[config.mk]
export PLATFORM = sky130hd
export DESIGN_NAME = shared_mdu
export DESIGN_NICKNAME = d
export VERILOG_FILES = /design/src/rtl/mdu_pkg.sv /design/src/rtl/mdu_mul_pipe.sv /design/src/rtl/mdu_divider.sv /design/src/rtl/mdu_hilo_bank.sv /design/src/rtl/shared_mdu.sv
export SDC_FILE = /design/constraint.sdc
export NUM_CORES = 2
export LEC_CHECK = 0
export ABC_AREA = 1
export BUFFER_PORTS_ARGS = -buffer_cell sky130_fd_sc_hd__buf_2
export CAP_MARGIN = 0
export CORE_MARGIN = 4
export CORE_UTILIZATION = 50
export DETAILED_ROUTE_END_ITERATION = 10
export GPL_ROUTABILITY_DRIVEN = 0
export PLACE_DENSITY = 0.79
export SLEW_MARGIN = 20
export SYNTH_ARGS = -nofsm -noshare
export SYNTH_HDL_FRONTEND = slang
export SYNTH_SLANG_ARGS = --single-unit
[constraint.sdc]
create_clock -name clk -period 7.9 [get_ports clk]
set_input_delay 0.79 -clock clk [delete_from_list [all_inputs] [get_ports clk]]
set_output_delay 0.79 -clock clk [all_outputs]
set_load 0.005 [all_outputs]
[src/rtl/mdu_pkg.sv]
`timescale 1ns/1ps
package mdu_pkg;

   typedef enum logic [2:0] {
      MDU_MUL  = 3'b000,
      MDU_MULU = 3'b001,
      MDU_MAC  = 3'b010,
      MDU_MACU = 3'b011,
      MDU_DIV  = 3'b100,
      MDU_DIVU = 3'b101
   } mdu_op_e;

   typedef struct packed {
      logic div;
      logic acc;
      logic sgn;
   } mdu_ctl_t;

   function automatic mdu_ctl_t mdu_decode(logic [2:0] op);
      mdu_ctl_t c;
      c.div = op[2];
      c.acc = op[1] & ~op[2];
      c.sgn = ~op[0];
      return c;
   endfunction

endpackage

[src/rtl/mdu_mul_pipe.sv]
`timescale 1ns/1ps
module mdu_mul_pipe #(
   parameter int DW      = 32,
   parameter int THREADS = 2,
   localparam int TW     = (THREADS > 1) ? $clog2(THREADS) : 1,
   localparam int PW     = 2 * DW
) (
   input  logic            clk,
   input  logic            rst_n,
   input  logic            in_v,
   input  logic [TW-1:0]   in_tid,
   input  logic            in_acc,
   input  logic            in_sgn,
   input  logic [DW-1:0]   in_a,
   input  logic [DW-1:0]   in_b,
   output logic [TW-1:0]   acc_tid,
   input  logic [PW-1:0]   acc_val,
   output logic            mw_v,
   output logic [TW-1:0]   mw_tid,
   output logic [PW-1:0]   mw_val,
   output logic            aw_v,
   output logic [TW-1:0]   aw_tid,
   output logic [PW-1:0]   aw_val,
   output logic [THREADS-1:0] occ
);

   logic            s1_v, s2_v, s3_v, s4_v;
   logic [TW-1:0]   s1_tid, s2_tid, s3_tid, s4_tid;
   logic            s1_acc, s2_acc, s3_acc;
   logic [PW-1:0]   s1_a, s1_b, s2_prod, s3_prod, s4_sum;
   logic [PW-1:0]   acc_src;

   always_ff @(posedge clk) begin
      if (!rst_n) begin
         s1_v <= 1'b0;
         s2_v <= 1'b0;
         s3_v <= 1'b0;
         s4_v <= 1'b0;
      end else begin
         s1_v <= in_v;
         s2_v <= s1_v;
         s3_v <= s2_v;
         s4_v <= s3_v & s3_acc;
      end
   end

   always_ff @(posedge clk) begin
      s1_tid  <= in_tid;
      s1_acc  <= in_acc;
      s1_a    <= in_sgn ? {{DW{in_a[DW-1]}}, in_a} : {{DW{1'b0}}, in_a};
      s1_b    <= in_sgn ? {{DW{in_b[DW-1]}}, in_b} : {{DW{1'b0}}, in_b};
      s2_tid  <= s1_tid;
      s2_acc  <= s1_acc;
      s2_prod <= s1_a * s1_b;
      s3_tid  <= s2_tid;
      s3_acc  <= s2_acc;
      s3_prod <= s2_prod;
      s4_tid  <= s3_tid;
      s4_sum  <= s3_prod + acc_src;
   end

   // Accumulate source: forward the sum that is retiring on this very edge.
   assign acc_tid = s3_tid;
   assign acc_src = (s4_v && (s4_tid == s3_tid)) ? s4_sum : acc_val;

   assign mw_v   = s3_v & ~s3_acc;
   assign mw_tid = s3_tid;
   assign mw_val = s3_prod;
   assign aw_v   = s4_v;
   assign aw_tid = s4_tid;
   assign aw_val = s4_sum;

   for (genvar t = 0; t < THREADS; t++) begin : g_occ
      assign occ[t] = (s1_v && s1_tid == TW'(t)) || (s2_v && s2_tid == TW'(t)) ||
                      (s3_v && s3_tid == TW'(t)) || (s4_v && s4_tid == TW'(t));
   end

   // the pipeline never stalls, so every third-stage entry came from stage one two edges back
   a_r4_no_stall: assert property (@(posedge clk) disable iff (!rst_n)
      s3_v |-> $past(s1_v, 2));

endmodule

[src/rtl/mdu_divider.sv]
`timescale 1ns/1ps
module mdu_divider #(
   parameter int DW      = 32,
   parameter int THREADS = 2,
   localparam int TW     = (THREADS > 1) ? $clog2(THREADS) : 1,
   localparam int NP     = DW / 2,
   localparam int CW     = $clog2(NP + 1)
) (
   input  logic            clk,
   input  logic            rst_n,
   input  logic            start,
   input  logic [TW-1:0]   start_tid,
   input  logic            start_sgn,
   input  logic [DW-1:0]   start_a,
   input  logic [DW-1:0]   start_b,
   output logic            busy,
   output logic [TW-1:0]   cur_tid,
   output logic            wb_v,
   output logic [DW-1:0]   wb_hi,
   output logic [DW-1:0]   wb_lo
);

   typedef enum logic [1:0] {D_IDLE, D_RUN, D_FIX, D_WB} dstate_e;

   dstate_e         st;
   logic [DW-1:0]   dvd, rem, quo, dsr;
   logic [CW-1:0]   cnt;
   logic            neg_q, neg_r;
   logic [DW-1:0]   abs_a, abs_b;
   logic [CW-1:0]   n_pairs;
   logic [DW:0]     st1, st2;

   function automatic logic [CW-1:0] sig_pairs(logic [DW-1:0] v);
      int hi_bit;
      hi_bit = -1;
      for (int i = 0; i < DW; i++) begin
         if (v[i]) hi_bit = i;
      end
      return (hi_bit < 0) ? CW'(1) : CW'(hi_bit / 2 + 1);
   endfunction

   // one restoring step: returns {quotient bit, new partial remainder}
   function automatic logic [DW:0] rstep(logic [DW-1:0] r, logic nb, logic [DW-1:0] d);
      logic [DW:0] tmp;
      logic        q;
      tmp = {r, nb};
      q   = (tmp >= {1'b0, d});
      if (q) tmp = tmp - {1'b0, d};
      return {q, tmp[DW-1:0]};
   endfunction

   assign abs_a   = (start_sgn && start_a[DW-1]) ? (~start_a + 1'b1) : start_a;
   assign abs_b   = (start_sgn && start_b[DW-1]) ? (~start_b + 1'b1) : start_b;
   assign n_pairs = sig_pairs(abs_a);

   always_comb begin
      st1 = rstep(rem, dvd[DW-1], dsr);
      st2 = rstep(st1[DW-1:0], dvd[DW-2], dsr);
   end

   always_ff @(posedge clk) begin
      if (!rst_n) begin
         st <= D_IDLE;
      end else begin
         case (st)
            D_IDLE: if (start) st <= D_RUN;
            D_RUN:  if (cnt == CW'(1)) st <= D_FIX;
            D_FIX:  st <= D_WB;
            default: st <= D_IDLE;
         endcase
      end
   end

   always_ff @(posedge clk) begin
      if (st == D_IDLE && start) begin
         dvd     <= abs_a << (2 * (NP - int'(n_pairs)));
         rem     <= '0;
         quo     <= '0;
         dsr     <= abs_b;
         cnt     <= n_pairs;
         neg_q   <= start_sgn & (start_a[DW-1] ^ start_b[DW-1]);
         neg_r   <= start_sgn & start_a[DW-1];
         cur_tid <= start_tid;
      end else if (st == D_RUN) begin
         rem <= st2[DW-1:0];
         quo <= {quo[DW-3:0], st1[DW], st2[DW]};
         dvd <= dvd << 2;
         cnt <= cnt - CW'(1);
      end else if (st == D_FIX) begin
         wb_lo <= neg_q ? (~quo + 1'b1) : quo;
         wb_hi <= neg_r ? (~rem + 1'b1) : rem;
      end
   end

   assign busy = (st != D_IDLE);
   assign wb_v = (st == D_WB);

   // checker-side run-length counter for the latency bound
   logic [CW+1:0] run_len;
   always_ff @(posedge clk) begin
      if (!rst_n || (st == D_IDLE)) run_len <= '0;
      else                          run_len <= run_len + 1'b1;
   end

   // at most NP iterations plus the fix-up and write-back cycles
   a_r5_latency_cap: assert property (@(posedge clk) disable iff (!rst_n)
      busy |-> (int'(run_len) <= NP + 1));

   // a start is only seen by an idle engine
   a_r7_start_idle: assert property (@(posedge clk) disable iff (!rst_n)
      start |-> !busy);

endmodule

[src/rtl/mdu_hilo_bank.sv]
`timescale 1ns/1ps
module mdu_hilo_bank #(
   parameter int DW      = 32,
   parameter int THREADS = 2,
   localparam int TW     = (THREADS > 1) ? $clog2(THREADS) : 1,
   localparam int PW     = 2 * DW
) (
   input  logic            clk,
   input  logic            rst_n,
   input  logic            mw_v,
   input  logic [TW-1:0]   mw_tid,
   input  logic [PW-1:0]   mw_val,
   input  logic            aw_v,
   input  logic [TW-1:0]   aw_tid,
   input  logic [PW-1:0]   aw_val,
   input  logic            dw_v,
   input  logic [TW-1:0]   dw_tid,
   input  logic [PW-1:0]   dw_val,
   input  logic [TW-1:0]   acc_tid,
   output logic [PW-1:0]   acc_val,
   input  logic [TW-1:0]   rd_tid,
   output logic [PW-1:0]   rd_val,
   output logic [THREADS-1:0] done
);

   logic [PW-1:0] pair [THREADS];

   for (genvar t = 0; t < THREADS; t++) begin : g_thr
      logic          wm, wa, wd, dq;
      logic [PW-1:0] q;

      assign wm = mw_v && (mw_tid == TW'(t));
      assign wa = aw_v && (aw_tid == TW'(t));
      assign wd = dw_v && (dw_tid == TW'(t));

      always_ff @(posedge clk) begin
         if (!rst_n) begin
            q  <= '0;
            dq <= 1'b0;
         end else begin
            dq <= wm | wa | wd;
            // later-issued multiply beats an accumulate retiring on the same edge
            if (wd)      q <= dw_val;
            else if (wm) q <= mw_val;
            else if (wa) q <= aw_val;
         end
      end

      assign pair[t] = q;
      assign done[t] = dq;

      // a divide result never collides with a multiply-path write of the same thread
      a_r8_div_alone: assert property (@(posedge clk) disable iff (!rst_n)
         !(wd && (wm || wa)));
   end

   assign acc_val = pair[acc_tid];
   assign rd_val  = pair[rd_tid];

endmodule

[src/rtl/shared_mdu.sv]
`timescale 1ns/1ps
module shared_mdu
   import mdu_pkg::*;
#(
   parameter int DW      = 32,
   parameter int THREADS = 2,
   localparam int TW     = (THREADS > 1) ? $clog2(THREADS) : 1
) (
   input  logic               clk,
   input  logic               rst_n,
   input  logic               iss_valid,
   input  logic [2:0]         iss_op,
   input  logic [TW-1:0]      iss_tid,
   input  logic [DW-1:0]      iss_a,
   input  logic [DW-1:0]      iss_b,
   output logic               iss_ready,
   input  logic [TW-1:0]      rd_tid,
   output logic [DW-1:0]      rd_hi,
   output logic [DW-1:0]      rd_lo,
   output logic               rd_ready,
   output logic [THREADS-1:0] busy,
   output logic [THREADS-1:0] done
);

   localparam int PW = 2 * DW;

   if (DW < 4 || (DW % 2) != 0) begin : g_bad_dw
      $error("shared_mdu: DW must be even and at least 4");
   end
   if (THREADS < 2) begin : g_bad_thr
      $error("shared_mdu: THREADS must be at least 2");
   end

   mdu_ctl_t             ctl;
   logic                 fire, mul_fire, div_fire;
   logic                 div_busy, div_wb;
   logic [TW-1:0]        div_tid;
   logic [DW-1:0]        div_hi, div_lo;
   logic [THREADS-1:0]   occ;
   logic [TW-1:0]        acc_tid;
   logic [PW-1:0]        acc_val, rd_val;
   logic                 mw_v, aw_v;
   logic [TW-1:0]        mw_tid, aw_tid;
   logic [PW-1:0]        mw_val, aw_val;

   assign ctl = mdu_decode(iss_op);

   always_comb begin
      if (ctl.div) iss_ready = !div_busy && !occ[iss_tid];
      else         iss_ready = !(div_busy && (div_tid == iss_tid));
   end

   assign fire     = iss_valid && iss_ready;
   assign mul_fire = fire && !ctl.div;
   assign div_fire = fire && ctl.div;

   mdu_mul_pipe #(.DW(DW), .THREADS(THREADS)) u_mul (
      .clk(clk), .rst_n(rst_n),
      .in_v(mul_fire), .in_tid(iss_tid), .in_acc(ctl.acc), .in_sgn(ctl.sgn),
      .in_a(iss_a), .in_b(iss_b),
      .acc_tid(acc_tid), .acc_val(acc_val),
      .mw_v(mw_v), .mw_tid(mw_tid), .mw_val(mw_val),
      .aw_v(aw_v), .aw_tid(aw_tid), .aw_val(aw_val),
      .occ(occ)
   );

   mdu_divider #(.DW(DW), .THREADS(THREADS)) u_div (
      .clk(clk), .rst_n(rst_n),
      .start(div_fire), .start_tid(iss_tid), .start_sgn(ctl.sgn),
      .start_a(iss_a), .start_b(iss_b),
      .busy(div_busy), .cur_tid(div_tid),
      .wb_v(div_wb), .wb_hi(div_hi), .wb_lo(div_lo)
   );

   mdu_hilo_bank #(.DW(DW), .THREADS(THREADS)) u_bank (
      .clk(clk), .rst_n(rst_n),
      .mw_v(mw_v), .mw_tid(mw_tid), .mw_val(mw_val),
      .aw_v(aw_v), .aw_tid(aw_tid), .aw_val(aw_val),
      .dw_v(div_wb), .dw_tid(div_tid), .dw_val({div_hi, div_lo}),
      .acc_tid(acc_tid), .acc_val(acc_val),
      .rd_tid(rd_tid), .rd_val(rd_val),
      .done(done)
   );

   for (genvar t = 0; t < THREADS; t++) begin : g_busy
      assign busy[t] = occ[t] || (div_busy && (div_tid == TW'(t)));

      // a completion pulse only follows a cycle in which the thread was busy
      a_r10_done_after_busy: assert property (@(posedge clk) disable iff (!rst_n)
         done[t] |-> $past(busy[t]));
   end

   assign rd_ready = !busy[rd_tid];
   assign {rd_hi, rd_lo} = rd_val;

   // an accepted divide takes the engine for the issuing thread
   a_r7_div_claims: assert property (@(posedge clk) disable iff (!rst_n)
      div_fire |=> (div_busy && (div_tid == $past(iss_tid))));

endmodule

== Word level (Yosys, flattened, before mapping) ==
Index checks and enable logic that the tools add are counted.
Word-level totals
  register bits after elaboration: 601
  latch bits: 0
  bits in writable memories: 0
  ROM bits: 0
  output and inout port bits: 70
  logic and storage cells: 195
  memories kept: 0
Operators by class
  add/subtract/negate cells: 11
  multiply operators: 1
  div/mod/pow operators: 0
  order comparisons: 7
  equal/unequal tests: 8
  shift operators: 1
  multiplexer cells: 64
  bitwise logic cells: 27
  reductions and logical operators: 43
Operators with widths (count)
  2-to-1 mux 32 bit: 40
  2-to-1 mux 64 bit: 13
  adder 32 x 1 -> 32 bit, second input constant: 4
  inverter 32 bit: 4
  >= comparator 33 x 32 -> 1 bit: 2
  adder 64 bit: 1
  multiplier 33 x 33 -> 64 bit: 1
  subtractor 32 bit: 2
  less-than comparator 32 x 1 -> 1 bit, second input constant: 1
  << shifter 32 x 32 -> 32 bit: 1
  logical AND 1 bit: 23
  2-to-1 mux 5 bit: 3
  inverter 1 bit: 10
  logical OR 1 bit: 8
  bitwise AND 1 bit: 6
  one-hot mux 2 bit (3 select lines): 1
  nonzero test 3 bit: 2
  subtractor 5 x 5 -> 6 bit, first input constant: 1
  adder 5 x 1 -> 5 bit: 1
  adder 5 x 2 -> 5 bit, second input constant: 1
  == test 5 x 1 -> 1 bit, second input constant: 1
  zero test 1 bit: 5
  2-to-1 mux 1 bit: 5
  subtractor 5 x 1 -> 5 bit, second input constant: 1
  14 further kinds: 25

== Depth between registers and ports, before layout ==
  depth after elaboration: 42
  mapped depth: 42
  depth with buffers taken out: 41

== Modules after synthesis ==
From an unflattened synthesis, not the netlist that was laid out.
Second synthesis, totals
  cell total of the unflattened synthesis: 10532
  area, all modules: 76848.7 µm²
By module, submodules not included
  mdu_mul_pipe: instances 1, cells an instance 6669, area an instance 52049.9 µm², sequential area each 5385.2 µm²
  mdu_divider: instances 1, cells an instance 2068, area an instance 15260.9 µm², sequential area each 5405.2 µm²
  mdu_hilo_bank: instances 1, cells an instance 1769, area an instance 9416.5 µm², sequential area each 2602.5 µm²
  shared_mdu: instances 1, cells an instance 26, area an instance 121.4 µm², sequential area each 0.0 µm²

== Worst setup path before layout ==
OpenSTA, ideal clock, no wires.
  path type: reg2reg
  start: reg u_mul.s1_b[6]
  end: reg u_mul.s2_prod[63]
  library setup time: 0.127 ns
  arrival: 7.197 ns
  required time: 7.773 ns
  setup slack: 0.577 ns
  cell stages (with the launch flop): 30
  cells stage by stage: dfxtp_1 -> clkbuf_1 -> clkbuf_1 -> nand2_1 -> fa_1 -> inv_1 -> fa_1 -> fa_1 -> fa_1 -> inv_1 -> fa_1 -> inv_1 -> fa_1 -> inv_1 -> fa_1 -> inv_1 -> fa_1 -> ha_1 -> a21oi_1 -> nor2_1 -> a211oi_1 -> nand3_1 -> a21oi_1 -> o21ai_0 -> a21oi_1 -> o31ai_1 -> a211o_1 -> a21oi_1 -> o21ai_0 -> xor2_1
On the way
  word-level cells in the longest chain between the ends: 1
RTL lines
  start: declaration: RTL line mdu_mul_pipe.sv:30  | logic [PW-1:0] s1_a, s1_b, s2_prod, s3_prod, s4_sum;
  start signal: assignment: RTL line mdu_mul_pipe.sv:51  | s1_b <= in_sgn ? {{DW{in_b[DW-1]}}, in_b} : {{DW{1'b0}}, in_b};
  multiplier 33 x 33 -> 64 bit: RTL line mdu_mul_pipe.sv:54  | s2_prod <= s1_a * s1_b;
  end signal: assignment: RTL line mdu_mul_pipe.sv:54
  end: declaration: RTL line mdu_mul_pipe.sv:30
Every way passes these cells.
A chain may end at the register's enable or synchronous reset.

== Final worst setup path ==
  start: reg u_mul.s1_a[13]
  end: reg u_mul.s2_prod[63]
On the way
  word-level cells in the longest chain between the ends: 1
RTL lines
  start: declaration: RTL line mdu_mul_pipe.sv:30
  start signal: assignment: RTL line mdu_mul_pipe.sv:50  | s1_a <= in_sgn ? {{DW{in_a[DW-1]}}, in_a} : {{DW{1'b0}}, in_a};
  multiplier 33 x 33 -> 64 bit: RTL line mdu_mul_pipe.sv:54
Every way passes these cells.

==> results.txt <==
The register-to-register setup slack is 0.23 ns. In this run the worst setup path terminates at u_mul.s2_prod[63]$_DFF_P_. The number of global-route vias before repair is 60900. The first-pass iteration count of the detailed router came out at 7. The compound-gate portion of the synthesized area is 11.02%. Setup repair after global routing could not meet its margin everywhere. The time the final worst path needs with I/O delays and setup came out at 7.669 ns.

The root buffer cell is sky130_fd_sc_hd__clkbuf_16. The worst path arrival time came out at 8.17 ns. The relative max-transition margin came out at 13.60%. The TritonCTS buffer count is 66.

The detailed placer's ending HPWL is 164000 µm. Using the TritonRoute via totals, the vias-per-cell ratio works out to 5.693. The achievable clock frequency is 130.4 MHz. The net total in the final layout came out at 10120.

The core occupancy in the finished layout is 54.03%. The share of the clock period used by the worst path after layout is 97.07%. The number of hold violations in the final report came out at 0. The async set-reset flop share out of synthesis came out at 0%. The simple-gate share of the synthesized area is 15.85%. The clock transition at the registers of the reported paths is 0.07 ns. The post-synthesis mux area share came out at 0.05697%.

The overall fraction of global-route tracks in use came out at 27.87%. In this run, synthesis produced a sequential element count of 601. STA classifies the critical path endpoint as a flip-flop. The cell count after synthesis is 8657.

Input and output buffers added on the ports amount to 141. After synthesis, the largest family of logic cells by area is adder cells. The total nets after synthesis came out at 10210. The slew of the pin with the lowest slew margin came out at 1.290 ns. After detailed routing, the number of remaining DRC violations is 0. The flow ran to the end, and the final reports show no timing, DRC or antenna violations.

Across the routed clock network, the largest skew measured is 0.04424 ns. The post-synthesis xor/xnor area fraction is 3.550%. The number of sinks handled by clock tree synthesis came out at 601. The startpoint identified for the worst register-to-register timing path is u_mul.s1_a[13]$_DFF_P_.

The instance area at placement came out at 72960 µm². The via count came out at 59790. In the post-synthesis netlist, the biggest area contributors are sky130_fd_sc_hd__fa_1 (32%), sky130_fd_sc_hd__dfxtp_1 (13%), sky130_fd_sc_hd__nand2_1 (11%). The Yosys step of the flow raised 0 warnings. The number of design-rule violations left by the first detailed-router iteration is 6669. The total non-filler cell area in the finished layout is 75390 µm². The initial cell density of the core came out at 50.37%. The count of final max-slew check failures is 0.

The max-cap violation count is 0. The required time of the worst setup path came out at 8.41 ns. The standard-cell row count is 137. The share of synthesized area in the top cell type comes to 32.13%. The H-tree generated during clock tree synthesis spans 3 levels. The core region is 139500 µm².

Leaving out fill and tap cells, the most frequent cell in the layout is sky130_fd_sc_hd__nand2_1. STA classifies the critical path startpoint as a flip-flop. The largest net degree at the start of global routing came out at 116.

In this run the worst hold path is classified as reg -> reg. The layout overhead on the synthesized area came out at 7.271%. The highest fanout seen on the critical path came out at 20. The horizontal die dimension came out at 382.9 µm. The total setup violations reported at the end of the flow came out at 0. Among all flip-flop cells after synthesis, the most frequent one is sky130_fd_sc_hd__dfxtp_1. The height of the die is 382.9 µm. The type of the worst setup path is reg -> reg. TritonCTS built the clock tree. The fraction of final layout cells sized beyond drive strength 1 is 6.435%. The remaining global-route overflow is 0. After synthesis, flip-flops and latches occupy 19.06% of the total area. Tracing the worst setup path back leads to its startpoint at u_mul.s1_a[13]$_DFF_P_. The synthesized design contains 136 enable-type register cells.

The number of top-level pins came out at 142. The antenna violation net count after detailed routing came out at 0. The detail-routed net length per standard cell came out at 19.58 µm. The full die area is 146600 µm². The number of distinct library cells after synthesis is 64. The buffer levels on the longest clock path is 3. The first global-routing pass estimated 327300 µm of wire. The number of antenna violations at the first check in global routing is 5.

The cell type with the largest total area after synthesis is sky130_fd_sc_hd__fa_1. The worst register-to-register path ends at u_mul.s2_prod[63]$_DFF_P_. The final routed wirelength across all metal layers is 205600 µm. The number of hold-repair buffers added at the cts stage is 0. The synthesized-area fraction occupied by adder cells came out at 38.38%.

The clock latency of the later-clocked register in the worst-skew pair is 0.64 ns. A synthesized cell averages 8.118 µm². For the worst flop-to-flop path, the logic depth is 27. The cell area after technology mapping is 70280 µm². In the layout the commonest cells are sky130_fd_sc_hd__nand2_1 (1984), sky130_fd_sc_hd__inv_1 (1748), sky130_fd_sc_hd__fa_1 (1127).
[Yosys cell counts (7+ instances only)]
master / instances
sky130_fd_sc_hd__o21ai_1: 23
sky130_fd_sc_hd__xnor2_1: 108
sky130_fd_sc_hd__a211oi_1: 9
sky130_fd_sc_hd__ha_1: 351
sky130_fd_sc_hd__nand2_2: 7
sky130_fd_sc_hd__clkbuf_1: 429
sky130_fd_sc_hd__o211ai_1: 212
sky130_fd_sc_hd__a221oi_1: 66
sky130_fd_sc_hd__buf_2: 14
sky130_fd_sc_hd__o21bai_1: 7
sky130_fd_sc_hd__edfxtp_1: 136
sky130_fd_sc_hd__o21ai_0: 380
sky130_fd_sc_hd__a21o_1: 8
sky130_fd_sc_hd__a21boi_0: 14
sky130_fd_sc_hd__a21oi_1: 453
sky130_fd_sc_hd__xor2_1: 175
sky130_fd_sc_hd__o31ai_1: 9
sky130_fd_sc_hd__or2_2: 50
sky130_fd_sc_hd__nand2_1: 1989
sky130_fd_sc_hd__buf_1: 17
sky130_fd_sc_hd__nor3b_1: 10
sky130_fd_sc_hd__nor3_1: 49
sky130_fd_sc_hd__nand3b_1: 11
sky130_fd_sc_hd__o221ai_1: 7
sky130_fd_sc_hd__a22oi_1: 30
sky130_fd_sc_hd__buf_4: 8
sky130_fd_sc_hd__fa_1: 1128
sky130_fd_sc_hd__inv_2: 12
sky130_fd_sc_hd__a31oi_1: 52
sky130_fd_sc_hd__nand4_1: 45
sky130_fd_sc_hd__dfxtp_1: 465
sky130_fd_sc_hd__nor4_1: 19
sky130_fd_sc_hd__nor2_1: 293
sky130_fd_sc_hd__nand3_1: 237
sky130_fd_sc_hd__o21a_1: 20
sky130_fd_sc_hd__inv_1: 1752
[sequential cells by signal (all words and copies together) (netlist names), 33 cells and up]
register,count
u_mul.s1_a,33
u_mul.s1_b,33
u_mul.aw_val,64
u_mul.mw_val,64
u_mul.s2_prod,64
u_bank.g_thr.q,128
[layout make-up]
cell class	instances	area [µm²]
sequential	601	13410
clock inverter	31	385.4
tap	1876	2347
fill	12190	64140
clock buffer	90	1814
multi-input combinational	5814	48500
antenna	2	5.005
timing repair buffer	319	2270
inverter	1770	6651
[timing repair]
action | 4_1_cts | 5_1_grt
buffers inserted | 0 | 5
pin swaps | 0 | 1
cloned | 0 | 0
resized for setup | 5 | 55
setup endpoints to repair | 4 | 19
[how the worst min path moves through the flow]
stage / startpoint / end / depth (start not counted)
after global routing: iss_b[21] / u_mul.s1_b[21]$_DFF_P_ / 1
after CTS: iss_b[29] / u_mul.s1_b[29]$_DFF_P_ / 1
final: u_mul.s2_prod[15]$_DFF_P_ / u_mul.mw_val[15]$_DFF_P_ / 0
after floorplan: u_mul.s2_prod[0]$_DFF_P_ / u_mul.mw_val[0]$_DFF_P_ / 0
after detailed placement: u_mul.s2_prod[35]$_DFF_P_ / u_mul.mw_val[35]$_DFF_P_ / 0
after global placement: u_mul.s2_prod[57]$_DFF_P_ / u_mul.mw_val[57]$_DFF_P_ / 0
[cell families after synthesis]
family	Yosys count
multiplexers	4
XOR/XNOR	284
AO/OA/AOI/OAI	1311
AND/OR/NAND/NOR	2736
buffers and inverters	2242
flip-flops	601
adder cells (fa/ha/maj)	1479
[routing by layer]
metal | global-route usage, % | routed length, µm | vias to the layer above
met1 | 36.47 | 79390 | 28880
met2 | 44.54 | 92190 | 3662
met3 | 5.497 | 22270 | 736
met5 | 0 | 13 | -
met4 | 13.52 | 11770 | 2
li1 | - | - | 26510
[per-stage QoR]
stage | hold slack, ns | setup slack [ns] | setup TNS, ns | cells
final | 0.2978 | 0.2312 | 0 | 10500
after global routing | 0.2797 | -0.03723 | -0.1034 | 10500
after detailed placement | 0.3121 | -0.2062 | -0.2318 | 10370
after floorplan | 0.3096 | 0.5768 | 0 | 8657
after CTS | 0.2851 | 0.0006040 | 0 | 10500
after global placement | 0.3119 | 0.03674 | 0 | 10370
[worst max-delay path, stage by stage (launching register included)]
cell and delay (ns):
sky130_fd_sc_hd__dfxtp_1 0.55, sky130_fd_sc_hd__buf_6 0.27, sky130_fd_sc_hd__nand2_1 0.11, sky130_fd_sc_hd__fa_1 0.52, sky130_fd_sc_hd__inv_1 0.05, sky130_fd_sc_hd__fa_1 0.46, sky130_fd_sc_hd__fa_1 0.58, sky130_fd_sc_hd__fa_1 0.46
sky130_fd_sc_hd__fa_1 0.56, sky130_fd_sc_hd__inv_1 0.06, sky130_fd_sc_hd__fa_1 0.45, sky130_fd_sc_hd__fa_1 0.49, sky130_fd_sc_hd__inv_1 0.05, sky130_fd_sc_hd__fa_1 0.45, sky130_fd_sc_hd__ha_1 0.34, sky130_fd_sc_hd__nand2_1 0.11
sky130_fd_sc_hd__nor2_1 0.05, sky130_fd_sc_hd__a211oi_1 0.21, sky130_fd_sc_hd__nand3_1 0.13, sky130_fd_sc_hd__a21oi_2 0.21, sky130_fd_sc_hd__o21ai_1 0.15, sky130_fd_sc_hd__a21oi_2 0.26, sky130_fd_sc_hd__o31ai_1 0.10, sky130_fd_sc_hd__buf_4 0.15
sky130_fd_sc_hd__a211o_1 0.30, sky130_fd_sc_hd__a21oi_2 0.20, sky130_fd_sc_hd__o21ai_0 0.12, sky130_fd_sc_hd__xor2_1 0.16
Power is not shown: default switching activity piles up to over one toggle a cycle in this logic, so the estimate is an artifact.
